$ cat src/rtl/fwd_ram_pkg.sv
package fwd_ram_pkg;
    // Read-path variant: first stage only, or an added gated register
    typedef enum logic {
        OUT_DIRECT = 1'b0,
        OUT_STAGED = 1'b1
    } out_mode_e;
endpackage

$ cat src/rtl/fr_array.sv
// Storage array with a registered read; old data on same-address collision
module fr_array #(
    parameter int DATA_W = 16,
    parameter int ADDR_W = 6
) (
    input  logic              clk,
    input  logic              rst,
    input  logic              wr_en,
    input  logic [ADDR_W-1:0] wr_addr,
    input  logic [DATA_W-1:0] wr_data,
    input  logic [ADDR_W-1:0] rd_addr,
    output logic [DATA_W-1:0] rd_word
);
    localparam int DEPTH = 1 << ADDR_W;

    typedef struct packed {
        logic [DATA_W-1:0] word;
    } arr_st_t;

    logic [DATA_W-1:0] mem [DEPTH];
    arr_st_t s_d, s_q;

    always_comb begin
        s_d      = s_q;
        s_d.word = mem[rd_addr];
        if (rst) s_d.word = '0;
    end

    always_ff @(posedge clk) begin
        s_q <= s_d;
    end

    // Array write; non-blocking so a same-edge read sees the old word
    always_ff @(posedge clk) begin
        if (wr_en) mem[wr_addr] <= wr_data;
    end

    assign rd_word = s_q.word;
endmodule

$ cat src/rtl/fr_bypass.sv
// Registers the collision condition and the written word for forwarding
module fr_bypass #(
    parameter int DATA_W = 16,
    parameter int ADDR_W = 6
) (
    input  logic              clk,
    input  logic              rst,
    input  logic              wr_en,
    input  logic [ADDR_W-1:0] wr_addr,
    input  logic [DATA_W-1:0] wr_data,
    input  logic [ADDR_W-1:0] rd_addr,
    output logic              hit,
    output logic [DATA_W-1:0] fwd_word
);
    typedef struct packed {
        logic              hit;
        logic [DATA_W-1:0] word;
    } byp_st_t;

    byp_st_t s_d, s_q;
    logic    same_cycle_hit;

    always_comb begin
        same_cycle_hit = wr_en && (wr_addr == rd_addr);
        s_d            = s_q;
        s_d.hit        = same_cycle_hit;
        // Capture the word only when it will be forwarded
        if (same_cycle_hit) s_d.word = wr_data;
        if (rst) begin
            s_d.hit  = 1'b0;
            s_d.word = '0;
        end
    end

    always_ff @(posedge clk) begin
        s_q <= s_d;
    end

    assign hit      = s_q.hit;
    assign fwd_word = s_q.word;
endmodule

$ cat src/rtl/fr_outstage.sv
// Forwarding multiplexer plus optional enable-gated output register
module fr_outstage
    import fwd_ram_pkg::*;
#(
    parameter int        DATA_W   = 16,
    parameter out_mode_e OUT_MODE = OUT_STAGED
) (
    input  logic              clk,
    input  logic              rst,
    input  logic              rd_en,
    input  logic              hit,
    input  logic [DATA_W-1:0] fwd_word,
    input  logic [DATA_W-1:0] arr_word,
    output logic [DATA_W-1:0] stage_word,
    output logic [DATA_W-1:0] rd_data
);
    assign stage_word = hit ? fwd_word : arr_word;

    generate
        if (OUT_MODE == OUT_STAGED) begin : g_staged
            typedef struct packed {
                logic [DATA_W-1:0] word;
            } out_st_t;

            out_st_t s_d, s_q;

            always_comb begin
                s_d = s_q;
                if (rd_en) s_d.word = stage_word;
                if (rst) s_d.word = '0;
            end

            always_ff @(posedge clk) begin
                s_q <= s_d;
            end

            assign rd_data = s_q.word;
        end else begin : g_direct
            logic unused_ctl;
            assign unused_ctl = ^{rd_en, clk, rst};
            assign rd_data    = stage_word;
        end
    endgenerate
endmodule

$ cat src/rtl/fwd_sdp_ram.sv
// Simple dual-port memory with same-cycle write forwarding on the read port
module fwd_sdp_ram
    import fwd_ram_pkg::*;
#(
    parameter int        DATA_W   = 16,
    parameter int        ADDR_W   = 6,
    parameter out_mode_e OUT_MODE = OUT_STAGED
) (
    input  logic              clk,
    input  logic              rst,
    input  logic              wr_en,
    input  logic [ADDR_W-1:0] wr_addr,
    input  logic [DATA_W-1:0] wr_data,
    input  logic              rd_en,
    input  logic [ADDR_W-1:0] rd_addr,
    output logic [DATA_W-1:0] rd_data
);
    logic [DATA_W-1:0] arr_word;
    logic [DATA_W-1:0] fwd_word;
    logic [DATA_W-1:0] stage_word;
    logic              hit;

    fr_array #(.DATA_W(DATA_W), .ADDR_W(ADDR_W)) u_array (
        .clk     (clk),
        .rst     (rst),
        .wr_en   (wr_en),
        .wr_addr (wr_addr),
        .wr_data (wr_data),
        .rd_addr (rd_addr),
        .rd_word (arr_word)
    );

    fr_bypass #(.DATA_W(DATA_W), .ADDR_W(ADDR_W)) u_bypass (
        .clk      (clk),
        .rst      (rst),
        .wr_en    (wr_en),
        .wr_addr  (wr_addr),
        .wr_data  (wr_data),
        .rd_addr  (rd_addr),
        .hit      (hit),
        .fwd_word (fwd_word)
    );

    fr_outstage #(.DATA_W(DATA_W), .OUT_MODE(OUT_MODE)) u_out (
        .clk        (clk),
        .rst        (rst),
        .rd_en      (rd_en),
        .hit        (hit),
        .fwd_word   (fwd_word),
        .arr_word   (arr_word),
        .stage_word (stage_word),
        .rd_data    (rd_data)
    );
endmodule

$ cat config.mk
export PLATFORM = sky130hd
export DESIGN_NAME = fwd_sdp_ram
export DESIGN_NICKNAME = d
export VERILOG_FILES = /design/src/rtl/fwd_ram_pkg.sv /design/src/rtl/fr_array.sv /design/src/rtl/fr_bypass.sv /design/src/rtl/fr_outstage.sv /design/src/rtl/fwd_sdp_ram.sv
export SDC_FILE = /design/constraint.sdc
export NUM_CORES = 1
export LEC_CHECK = 0
export BUFFER_PORTS_ARGS = -buffer_cell sky130_fd_sc_hd__buf_2
export CAP_MARGIN = 10
export CORE_ASPECT_RATIO = 1.2
export CORE_MARGIN = 1.5
export CORE_UTILIZATION = 40
export CTS_BUF_LIST = sky130_fd_sc_hd__clkbuf_8 sky130_fd_sc_hd__clkbuf_16
export DETAILED_ROUTE_END_ITERATION = 8
export GPL_TIMING_DRIVEN = 0
export SYNTH_ARGS = -nofsm -noshare
export SYNTH_HDL_FRONTEND = slang
export SYNTH_SLANG_ARGS = --single-unit
$ cat constraint.sdc
create_clock -name clk -period 3.3 [get_ports clk]
set_input_delay 0.66 -clock clk [delete_from_list [all_inputs] [get_ports clk]]
set_output_delay 0.66 -clock clk [all_outputs]
set_load 0.02 [all_outputs]
### Word-level counts from Yosys, hierarchy flattened

Memory sizes are Yosys's and may differ from the RTL's. A register that Yosys moved wholly into a read port is not among the register bits.
Cells that the tools add are included.

* bits in registers: 33
* memory bits (writable): 1024
* input bits: 32
* output and inout bits: 16
* memories kept: 1

* equality and inequality tests: 1
* muxes and demuxes: 3
* reductions and logical operators: 1

Memories
* u_array.mem: words 64, width 16, read ports 1, clocked after Yosys merged registers in 1, write ports 1, line fr_array.sv:20 `logic [DATA_W-1:0] mem [DEPTH];`

Operator list (count)
* 2-to-1 mux 16 bit: 1
* equality test 6 bit: 1
* 2-to-1 mux 1 bit: 2
* logical AND 1 bit: 1

### Depth between registers and ports, before layout

Gate-level depths: netlist (run 1).

* word-level depth: 2
* gate-level depth with buffers: 10

### Modules after synthesis

From an unflattened synthesis (run 1), not the netlist that was laid out.

* cell total of the unflattened synthesis: 1913
* area total of the unflattened synthesis: 41459.8 µm²

Modules (own cells, without submodules)
* fr_array: times used 1, cells an instance 1764, area each 39778.2 µm², seq. area each 31069.8 µm²
* fr_outstage: times used 1, cells an instance 71, area each 872.1 µm², seq. area each 320.3 µm²
* fr_bypass: times used 1, cells an instance 78, area each 809.5 µm², seq. area each 340.3 µm²

### Least setup slack after synthesis (run 1)

No wires, ideal clock.

* kind: input-to-reg
* start point: input wr_addr[5]
* end point: memory u_array.mem[48][0] (enable)
* library setup time: 0.409 ns
* arrival: 2.418 ns
* slack: 0.473 ns
* stages on the path: 4
* path buffers: 1
* cell sequence: clkbuf_1 -> nor2b_1 -> nand4b_1 -> nor3_1

RTL lines
* start: declaration: line fwd_sdp_ram.sv:12 `input logic [ADDR_W-1:0] wr_addr,`
* end: declaration: line fr_array.sv:20

No word-level cell before the write port.

==> flow_summary.ini, run 1 <==
[outcome]
status = finished with violations
violations = setup timing

[clock_tree]
cts_sinks = 1073
clock_latency_ns = 0.69
ctsRootBufferMaster = clkbuf_16
cts_tree = built
path_clk_slew_ns = 0.06
post_cts_buffers = 0
clock_path_buffers = 3
numCtsBuffers = 97
htree_levels = 3
hold_buffers = 0

[sta]
tns_ns = -0.1137
maxSlewHeadroom_pct = 13.12
skew_ns = 0.02826
fmax_mhz = 296.1
worst_slew_pin_slew_ns = 1.303
setup_viol = 2
period_needed_ns = 3.377
grt_setup_unrepaired = false
hold_violations = 0
maxSlewViolCount = 0
timing.hold.ws_ns = 0.2560
fin_ws_ns = -0.07746
final.period_utilization_pct = 102.3

[global_routing]
grt_util_met3_pct = 4.264
grt_pass1_vias = 21350
use_met2_pct = 35.66
grt_pass1_wl_um = 162200
grt-busiest-layer = met2
grt_use_total_pct = 22.20
met1_usage_pct = 28.95
grt_overflow_total = 0
grt_max_degree = 66
antenna_found_initial = 7

[logic_synthesis]
synth_largest_area_cell = edfxtp_1
async_flop_share_pct = 0
synth_seq_area_share_pct = 77.05
synth_edf_count = 1024
synth.top_cell.area_share_pct = 74.67
synth_top_cells_by_area = edfxtp_1, mux4_2, dfxtp_1
synth-seq-cells = 1073
syn_area_per_cell_um2 = 21.03
synth.top_cells.by_count = edfxtp_1, mux4_2, nor2_1, nand2_1
yosysWarnings = 0
syn_inst = 1958
syn-cell-area_mm2 = 0.04118
synthFlopType = edfxtp_1
yosys.cell_types.count = 46
synth.most_common_cell = edfxtp_1
synth_nets = 1990

[setup_path]
cp-start-kind = input pin
endpoint_kind = flop
critPathKind = in2reg
critPathMaxFanout = 10
critical_path_arrival_ns = 3.98
cp_data_required_time_ns = 3.90

[routing]
drtIter0Drc = 2613
post_drt_via_cell_ratio = 5.846
drcViolationCount = 0
routed_wl_um = 114900
num_vias = 21140
drt_first_pass_iters = 5
ant_nets = 0
wl_per_cell_um = 31.78

[placement]
place_congestion = 0.9572
dp_hpwl_um = 78750
port-buffer-count = 38
placed_cell_area_mm2 = 0.04441

[layout]
postLayoutCoreUtil_pct = 46.69
nFillCells = 8474
design_area_mm2 = 0.04756
nets = 2200
drive_above_1_share_pct = 28.10
area_growth_syn_to_layout_pct = 15.48

[flow_run]
drv_cap = 0

[floorplan]
dieHeight_um = 354.5
rows = 128
die_w_um = 295.9
pin_count = 48
core-area_mm2 = 0.1019
die_area_mm2 = 0.1049
start_util_pct = 40.43

[power_and_ir_drop]
cellPowerDensity_mw_per_mm2 = 577.2
vdd_drop_max_mv = 0.4044
p_leak_uw = 0.01495

[hold_path]
hp-class = in2reg
[routing by layer]
layer / wire (um) / part of all wire (%)
met1: 43370 / 38
met2: 55700 / 48
met3: 9764 / 8.5
met4: 6037 / 5.3
met5: 53 / 0.046
[power by group]
part	switching, uW	internal, uW	leakage, uW	total (uW)
Sequential	39.1	15000	0.00962	15100
Clock	4910	5870	0.00157	10800
Combinational	1070	536	0.00377	1610
[layout by cell type, fill, tap and decap left out, drive strengths merged, types with 10 or more instances in the layout]
master,instances
edfxtp,1024
mux4,258
buf,177
clkbuf,149
nor2,121
nand2,108
nand3,50
o22ai,49
dfxtp,49
mux2i,44
clkinv,42
inv,33
a211oi,20
a31oi,19
o21ai,11
nor2b,10
[worst paths after layout]
check / start / slack (ns) / to / cells past startpoint
max: rd_addr[2] / -0.08 / u_array.rd_word[11] / 9
min: rst / 0.26 / u_out.rd_data[0] / 2
max reg2reg: u_array.mem[30][6] / 1.00 / u_array.rd_word[6] / 5
min reg2reg: u_out.rd_data[4] / 0.49 / u_out.rd_data[4] / 2
[logic make-up (layout without fill, tap and decap cells)]
group | Yosys count | count (layout) | synth area share, %
AO/OA/AOI/OAI | 132 | 132 | 2.175
buffers and inverters | 120 | 411 | 1.935
AND/OR/NAND/NOR | 325 | 325 | 3.442
multiplexers | 302 | 302 | 15.27
flip-flops | 1073 | 1073 | 77.05
XOR/XNOR | 6 | 6 | 0.1276
other | 0 | 2 | 0
[state kept, by name, summed over array words and instances, names as in the netlist]
register / flops
u_bypass.fwd_word: 16
u_bypass.hit: 1
u_out.rd_data: 16
u_array.mem: 1024
u_array.rd_word: 16
[per-stage QoR]
stage               cells  total power (uW)  setup slack [ns]
floorplan            1958             16140            0.4732
global placement     3361             16880           -0.8369
detailed placement   3429             16950           -0.8483
CTS                  3609             27550           0.01379
global route         3614             28130           0.07687
finish               3616             27450          -0.07746
[final cells by class]
class / count / area [um^2] / share of cell area, %
plain buffers: 117 / 790.8 / 1.663
well taps: 1365 / 1708 / 3.591
flip-flops and latches: 1073 / 31730 / 66.72
repair buffers: 112 / 1486 / 3.126
inverters: 2 / 7.507 / 0.01579
clock buffers: 98 / 2452 / 5.157
clock inverters: 82 / 550.5 / 1.158
diodes: 2 / 5.005 / 0.01052
multi-input cells: 765 / 8827 / 18.56
[worst max-delay path, cell delays in order]
cell and delay, ns:
buf_2 0.27, buf_2 0.43, buf_2 0.40, buf_2 0.48, mux4_2 0.29, o22ai_1 0.11
o21ai_0 1.00, nand3_1 0.16, nand2_1 0.12
[repair_timing]
action                     4_1_cts  5_1_grt
setup endpoints to repair        7        6
gates resized for setup          5        3
gates cloned                     0        0
(Power assumes the default switching activity.)
==> run 2, diff against run 1 <==
==> constraint.sdc (replaced) <==
create_clock -name clk -period 3.3 [get_ports clk]
set_input_delay 0.495 -clock clk [delete_from_list [all_inputs] [get_ports clk]]
set_output_delay 0.495 -clock clk [all_outputs]
set_load 0.02 [all_outputs]
==> flow_summary.ini, run 2 (synthesis results as in run 1) <==
[outcome]
status = finished with violations
violations = setup timing

[sta]
maxSlewHeadroom_pct = 12.85
fin_ws_ns = -0.01364
skew_ns = 0.02702
period_needed_ns = 3.314
maxSlewViolCount = 0
fmax_mhz = 301.8
setup_viol = 1
hold_violations = 0
grt_setup_unrepaired = false
final.period_utilization_pct = 100.4
timing.hold.ws_ns = 0.09144
worst_slew_pin_slew_ns = 1.307

[layout]
drive_above_1_share_pct = 27.82
design_area_mm2 = 0.04755
area_growth_syn_to_layout_pct = 15.46
mostFrequentLayoutCell = edfxtp_1
nFillCells = 8477
nets = 2201
largest_reg_flops = 1024
final_cell_mix = edfxtp_1, mux4_2, nand2_1
regMostFlops = u_array.mem
layout.cells.non_filler = 3617

[setup_path]
crit_buf_inv = 5
cp_data_required_time_ns = 3.90
cp_slowest_cell = buf_1
cp_top_family = buffers and inverters
path_cells = buf_2 > buf_2 > buf_2 > buf_2 > buf_1 > nand2_1 > a31oi_1 > nand3_1 > nand2_1
critPathKind = in2reg
endpoint_kind = flop
crit_path_max_incr_delay_ns = 0.81
critPathMaxFanout = 10
critical_path_arrival_ns = 3.92
cp-start-kind = input pin
cp_common_cell = buf_2

[clock_tree]
htree_levels = 3
clock_latency_ns = 0.69
ctsRootBufferMaster = clkbuf_16
cts_sinks = 1073
hold_buffers = 0
clock_path_buffers = 3
postCtsResizedCells = 0
numCtsBuffers = 97
post_cts_buffers = 0
path_clk_slew_ns = 0.06
cts_tree = built

[global_routing]
grt_pass1_vias = 21350
grt_use_total_pct = 22.20
grt_max_degree = 66
grt_overflow_total = 0
grt_pass1_wl_um = 162200
antenna_found_initial = 7

[routing]
post_drt_via_cell_ratio = 5.860
drcViolationCount = 0
wl_per_cell_um = 31.84
drtIter0Drc = 2632
num_vias = 21200
routed_wl_um = 115200
drt_first_pass_iters = 5
ant_nets = 0

[power_and_ir_drop]
finalPower_uw = 27450
cellPowerDensity_mw_per_mm2 = 577.3
vdd_drop_max_mv = 0.4025
p_leak_uw = 0.01494

[flow_run]
drv_cap = 0

[hold_path]
hp-class = in2reg

[floorplan]
start_util_pct = 40.43
die_area_mm2 = 0.1049
dieHeight_um = 354.5
core-area_mm2 = 0.1019
pin_count = 48
rows = 128
die_w_um = 295.9

[placement]
place_inst = 3429
placed_cell_area_mm2 = 0.04441
place_congestion = 0.9572
port-buffer-count = 38
dp_hpwl_um = 78750
run 2: cell count changes in the layout (fill, tap and decap cells not counted), sizes merged:
| cell | previous run | this run |
|---|---|---|
| clkbuf | 149 | 148 |
| buf | 177 | 179 |
run 2: metrics by stage:
step / util [%] / setup WS (ns) / setup TNS (ns)
3_5_place_dp: 43.60 / -0.6833 / -6.977
6_report: 46.68 / -0.01364 / -0.01364
2_1_floorplan: - / 0.6382 / 0
3_3_place_gp: 42.29 / -0.6719 / -159.50
5_1_grt: 46.68 / 0.07401 / 0
4_1_cts: 46.55 / 0.01377 / 0
run 2: routing by layer:
layer  track usage (%)  vias up  wire length (um)
met2             35.66     1110             55770
met3             4.264      233              9932
met5                 0        -                53
li1                  -     8540                 -
met4             11.13        8              6019
met1             28.94    11310             43390
run 2: final timing paths:
| path | startpoint | to | slack [ns] | depth (start not counted) |
|---|---|---|---|---|
| worst min register to register | u_out.rd_data[4] | u_out.rd_data[4] | 0.49 | 2 |
| worst max register to register | u_array.mem[17][8] | u_array.rd_word[8] | 1.00 | 4 |
| worst max-delay path | rd_addr[2] | u_array.rd_word[7] | -0.01 | 9 |
| worst min-delay path | rst | u_out.rd_data[0] | 0.09 | 2 |
run 2: layout make-up:
class	instances	area [um^2]	area share, %
Buffer	118	790.8	1.663
Tap cell	1365	1708	3.592
Multi-Input combinational cell	765	8820	18.55
Clock buffer	98	2452	5.157
Sequential cell	1073	31730	66.73
Clock inverter	82	550.5	1.158
Timing Repair Buffer	112	1486	3.126
Inverter	2	7.507	0.01579
Antenna cell	2	5.005	0.01053
run 2: where the power goes:
group          internal (uW)  leakage, uW  switching [uW]
logic                    536      0.00376            1070
registers              15000      0.00962            39.1
clock network           5870      0.00157            4910
total                  21400       0.0149            6020
run 2: worst register-to-register path, cell delays in order (launching register included):
cell	delay (ns)
edfxtp_1	0.36
mux4_1	0.55
mux4_2	0.58
nor2b_1	0.36
o41ai_1	0.25
